<file path="config.mk">
export PLATFORM = sky130hd
export DESIGN_NAME = rr_mult_array
export DESIGN_NICKNAME = d
export VERILOG_FILES = /design/src/rtl/rr_pkg.sv /design/src/rtl/rr_issue_ctrl.sv /design/src/rtl/rr_mul_unit.sv /design/src/rtl/rr_result_mux.sv /design/src/rtl/rr_mult_array.sv
export SDC_FILE = /design/constraint.sdc
export NUM_CORES = 1
export LEC_CHECK = 0
export BUFFER_PORTS_ARGS = -buffer_cell sky130_fd_sc_hd__buf_4
export CORE_MARGIN = 2
export CORE_UTILIZATION = 65
export CTS_CLUSTER_DIAMETER = 150
export DETAILED_ROUTE_END_ITERATION = 12
export PLACE_DENSITY = 0.89
export SLEW_MARGIN = 15
export SYNTH_ARGS = -nofsm -noshare
export SYNTH_HDL_FRONTEND = slang
export SYNTH_HIERARCHICAL = 1
export SYNTH_SLANG_ARGS = --single-unit
export TNS_END_PERCENT = 50
</file>
<file path="constraint.sdc">
create_clock -name clk -period 8.12 [get_ports clk]
set_input_delay 0 -clock clk [delete_from_list [all_inputs] [get_ports clk]]
set_output_delay 0 -clock clk [all_outputs]
set_load 0.05 [all_outputs]
</file>
<file path="src/rtl/rr_pkg.sv">
package rr_pkg;

  // Next position of a rotating pointer over n slots.
  function automatic int unsigned rot_next(int unsigned cur, int unsigned n);
    return (cur + 1 >= n) ? 0 : cur + 1;
  endfunction

endpackage

</file>
<file path="src/rtl/rr_issue_ctrl.sv">
module rr_issue_ctrl #(
  parameter int LANES = 4,
  parameter int PTR_W = 2
) (
  input  logic             clk,
  input  logic             rst,
  input  logic             in_valid,
  output logic [LANES-1:0] load_en,
  output logic [PTR_W-1:0] load_ptr
);

  always_ff @(posedge clk) begin
    if (rst) begin
      load_ptr <= '0;
    end else if (in_valid) begin
      load_ptr <= PTR_W'(rr_pkg::rot_next(32'(load_ptr), LANES));
    end
  end

  for (genvar i = 0; i < LANES; i++) begin : g_en
    assign load_en[i] = in_valid && (load_ptr == PTR_W'(i));
  end

  // an accepted pair always loads exactly one unit; an idle cycle loads none.
  a_r5_one_load: assert property (@(posedge clk) disable iff (rst)
    in_valid |-> $countones(load_en) == 1);
  a_r5_idle_hold: assert property (@(posedge clk) disable iff (rst)
    !in_valid |=> $stable(load_ptr));

endmodule

</file>
<file path="src/rtl/rr_mul_unit.sv">
module rr_mul_unit #(
  parameter int WIDTH = 8,
  parameter int CYC   = 3
) (
  input  logic               clk,
  input  logic               rst,
  input  logic               load,
  input  logic [WIDTH-1:0]   a,
  input  logic [WIDTH-1:0]   b,
  output logic               busy,
  output logic               done,
  output logic [2*WIDTH-1:0] prod
);

  localparam int CNT_W = $clog2(CYC + 1);
  localparam int PW    = 2 * WIDTH;

  logic [WIDTH-1:0] a_q, b_q;
  logic [CNT_W-1:0] stage;
  logic             finish;

  assign finish = busy && (stage == CNT_W'(CYC - 1));

  always_ff @(posedge clk) begin
    if (rst) begin
      busy  <= 1'b0;
      done  <= 1'b0;
      stage <= '0;
    end else begin
      done <= finish;
      if (load) begin
        busy  <= 1'b1;
        stage <= CNT_W'(1);
      end else if (finish) begin
        busy  <= 1'b0;
      end else if (busy) begin
        stage <= stage + CNT_W'(1);
      end
    end
  end

  // Operand and result storage without reset.
  always_ff @(posedge clk) begin
    if (load) begin
      a_q <= a;
      b_q <= b;
    end
    if (finish) begin
      prod <= PW'(a_q) * PW'(b_q);
    end
  end

  // a unit is only loaded when idle.
  a_r6_load_idle: assert property (@(posedge clk) disable iff (rst)
    load |-> !busy);
  // completion follows a busy period.
  a_r2_done_after_busy: assert property (@(posedge clk) disable iff (rst)
    done |-> $past(busy));

endmodule

</file>
<file path="src/rtl/rr_result_mux.sv">
module rr_result_mux #(
  parameter int LANES = 4,
  parameter int PW    = 16,
  parameter int PTR_W = 2
) (
  input  logic                      clk,
  input  logic                      rst,
  input  logic [LANES-1:0]          done,
  input  logic [LANES-1:0][PW-1:0]  prod,
  output logic                      out_valid,
  output logic [PW-1:0]             out_prod
);

  logic [PTR_W-1:0] sel;
  logic             any_done;

  assign any_done = |done;

  always_ff @(posedge clk) begin
    if (rst) begin
      sel       <= '0;
      out_valid <= 1'b0;
      out_prod  <= '0;
    end else begin
      out_valid <= any_done;
      if (any_done) begin
        out_prod <= prod[sel];
        sel      <= PTR_W'(rr_pkg::rot_next(32'(sel), LANES));
      end
    end
  end

  // one completion per cycle, and it is the unit under the select.
  a_r7_single_done: assert property (@(posedge clk) disable iff (rst)
    $onehot0(done));
  a_r7_sel_match: assert property (@(posedge clk) disable iff (rst)
    any_done |-> done[sel]);
  // the result port holds when nothing completes.
  a_r8_hold: assert property (@(posedge clk) disable iff (rst)
    !out_valid |-> $stable(out_prod) || $past(rst));

endmodule

</file>
<file path="src/rtl/rr_mult_array.sv">
module rr_mult_array #(
  parameter int LANES = 4,
  parameter int WIDTH = 8
) (
  input  logic               clk,
  input  logic               rst,
  input  logic               in_valid,
  input  logic [WIDTH-1:0]   in_a,
  input  logic [WIDTH-1:0]   in_b,
  output logic               out_valid,
  output logic [2*WIDTH-1:0] out_prod
);

  localparam int PTR_W    = (LANES > 1) ? $clog2(LANES) : 1;
  localparam int PW       = 2 * WIDTH;
  localparam int UNIT_CYC = LANES - 1;

  logic [LANES-1:0]         load_en;
  logic [PTR_W-1:0]         load_ptr;
  logic [LANES-1:0]         busy;
  logic [LANES-1:0]         done;
  logic [LANES-1:0][PW-1:0] prod;

  rr_issue_ctrl #(.LANES(LANES), .PTR_W(PTR_W)) u_issue (
    .clk      (clk),
    .rst      (rst),
    .in_valid (in_valid),
    .load_en  (load_en),
    .load_ptr (load_ptr)
  );

  for (genvar i = 0; i < LANES; i++) begin : g_unit
    rr_mul_unit #(.WIDTH(WIDTH), .CYC(UNIT_CYC)) u_mul (
      .clk  (clk),
      .rst  (rst),
      .load (load_en[i]),
      .a    (in_a),
      .b    (in_b),
      .busy (busy[i]),
      .done (done[i]),
      .prod (prod[i])
    );
  end

  rr_result_mux #(.LANES(LANES), .PW(PW), .PTR_W(PTR_W)) u_mux (
    .clk       (clk),
    .rst       (rst),
    .done      (done),
    .prod      (prod),
    .out_valid (out_valid),
    .out_prod  (out_prod)
  );

  // a valid result always stems from a unit completion one cycle before.
  a_r3_no_phantom: assert property (@(posedge clk) disable iff (rst)
    out_valid |-> $past(|done));
  // the first cycle after reset presents nothing.
  a_r1_reset_quiet: assert property (@(posedge clk)
    $past(rst) |-> !out_valid);

endmodule

</file>
==> metrics <==
status=complete, no violations; CP Launch Type=flip-flop; IO Pins=36; total track usage=30.00%; Syn Std Cell Area=14470 sq um; CTS tree=built; Skew-Pair Late Insertion Delay=0.44 ns; DRT iter0 DRCs=810; ANT nets after route=0; vias in the first global route=10360; Critical path origin=g_unit[1].u_mul/a_q[3]; Net Sw Frac=37.55%; share of cells above drive strength 1=7.437%; Reg clk slew, reported paths=0.07 ns; core area=21820 sq um; Critical Path RT=8.34 ns; clock buffer depth=2; final WL=33840 microns; Layout area overhead=8.900%; Worst slew margin=29.10%; Fmax achieved=215.8 MHz; Syn Inst Count=1310; Starting Density=66.29%; nature of the critical path endpoint=flip-flop; final hold vios=0; Comb power frac=41.7%; slowest CP cell=fa_1; CTS root buf=clkbuf_16; cells along the critical path=and2_1 -> fa_1 -> inv_1 -> fa_1 -> inv_1 -> fa_1 -> inv_1 -> fa_1 -> inv_1 -> ha_1 -> o21a_1 -> o31a_4 -> o311ai_0 -> nand4b_1 -> o311ai_0; slowest cell delay on critical path=0.55 ns; Via density=5.958; die width=153.2 microns; initial antenna violation count=1; most frequent cells in the layout=220 x inv_1, 200 x and2_1, 153 x ha_1; crit-path max FO=8; clock share of power=25.8%; internal power=1.956 mW; CTS buffer count=17; worst hold path type=primary input to flip-flop; post-route setup TNS=0 ns; commonest non-fill, non-tap cell in the layout=inv_1; H-tree depth=4; Syn. warnings=6; Post-synth EDFFs=128; final setup fails=0; Cell variety after synth=57; # port buffers=35; Psw=1.176 mW; Yosys top cell area share=26.57%; Data arrival, critical path=4.85 ns; Die H=153.2 microns; drc violations=0; Tmin final=4.633 ns; post-CTS setup buffer count=0; DP Wirelength=25620 microns; Hold Startpoint=in_a[1]; Leak=7.158 nW; post-synth top area cell=edfxtp_1; DRT Pass-1 Iters=7; crit share post-route=57.06%; reg2reg start=g_unit[1].u_mul/a_q[3]; Layout Skew=0.01259 ns; FFs w/ async S/R, synth=0%; Power Dens Cells=198.8 nW/um^2; ANT cells=0; Mean Syn Cell Area=11.04 sq um; Fillers=1381; Sink Count=165; RSZ-0062 raised after global routing=no; Place WS=3.553 ns; sequential share of the synthesized area=31.69%; sequential share of power=32.5%; first-pass GRT wire length=54300 microns; die area=23470 sq um; Final WS setup=3.487 ns; RD Place Congestion=0.9044; WL per Instance=20.33 microns; Tightest Pin Transition=1.062 ns; row cnt=54; Top FF cell, synth=edfxtp_1; Setup Crit Path Kind=flip-flop to flip-flop; Area contributors post-synth=edfxtp_1 27%, fa_1 20%, ha_1 13%; pin count of the biggest net entering global routing=24; max-cap violations=0; grt total ovfl=0; flops & latches, synth=165; Max rail drop VDD=229.4 uV; Synthesized Nets=1626; via count=9920; Slew Limit Fails=0; nets=1688
## final timing paths
path	to	slack [ns]	cells past startpoint
setup reg to reg	g_unit[1].u_mul/prod[13]	3.49	15
hold reg to reg	u_mux/out_prod[1]	0.49	1
setup / recovery	g_unit[1].u_mul/prod[13]	3.49	15
hold / removal	g_unit[3].u_mul/a_q[1]	0.33	2
## metal layers
metal | vias up | global-route usage [%] | share of wire (%)
met1 | 4867 | 40.20 | 41
met3 | 74 | 5.841 | 7.9
met5 | - | 0 | 0.038
met2 | 475 | 48.72 | 47
met4 | 2 | 11.86 | 3.9
li1 | 4502 | - | -
## registers in the layout (all words and copies together), names as in the netlist
signal              cells
g_unit.u_mul/a_q       32
g_unit.u_mul/b_q       32
g_unit.u_mul/busy       4
g_unit.u_mul/done       4
g_unit.u_mul/prod      64
g_unit.u_mul/stage      8
u_issue/load_ptr        2
u_mux/out_prod         16
u_mux/out_valid         1
u_mux/sel               2
## synth_stat cells (16+ instances only)
| cell | number |
|---|---|
| inv_1 | 220 |
| and2_1 | 200 |
| ha_1 | 153 |
| fa_1 | 144 |
| edfxtp_1 | 128 |
| nand2_1 | 84 |
| nor2_1 | 45 |
| dfxtp_1 | 37 |
| a21oi_1 | 34 |
| o21ai_0 | 23 |
| xnor2_1 | 20 |
| a21o_1 | 18 |
| a22o_1 | 16 |
| nor3_1 | 16 |
## worst max-delay path: cells and delay by family, from the launching register on
kind                     cells  cell delay (ns)
adder cells (fa/ha/maj)      5             2.45
buffers and inverters        4             0.23
AO/OA/AOI/OAI                4             0.89
flip-flops                   1             0.48
AND/OR/NAND/NOR              2             0.38
## final cells by class
type / instances / area, sq um / area share [%]
Clock buffer: 17 / 425.4 / 2.700
Clock inverter: 15 / 162.7 / 1.032
Inverter: 220 / 825.8 / 5.242
Multi-Input combinational cell: 914 / 8952 / 56.83
Sequential cell: 165 / 4584 / 29.10
Tap cell: 280 / 350.3 / 2.224
Timing Repair Buffer: 54 / 452.9 / 2.875
## power groups by stage
stage	sequential, mW	clock, mW	combinational, mW
after floorplan	1.02	0	0.922
after global routing	1.02	0.849	1.43
final	1.02	0.809	1.31
after CTS	1.02	0.816	1.27
after global placement	1.03	0	1.15
after detailed placement	1.03	0	1.23
## logic make-up (layout without fill, tap and decap cells)
family	Yosys count	count (layout)	share of synthesized area [%]
xor+xnor	30	30	1.816
simple gates	412	412	15.93
flops	165	165	31.69
mux	21	21	3.019
fa+ha+maj	297	297	33.16
compound gates	154	154	7.957
buf+inv	231	306	6.426
## per-stage QoR
step	utilization (%)	area [sq um]	total power [mW]	hold WS (ns)	std cells
after CTS	72.19	15750	3.106	0.3233	1665
after detailed placement	68.62	14980	2.260	0.2236	1614
after global placement	68.62	14980	2.185	0.2213	1614
final	72.19	15750	3.132	0.3340	1665
after floorplan	-	14470	1.945	0.06907	1310
after global routing	72.19	15750	3.304	0.3339	1665
## timing repair
item                      CTS  global route
hold endpoints to repair   83             0
gates resized for setup     0             0
hold buffers               19             0
(Power assumes the default switching activity.)
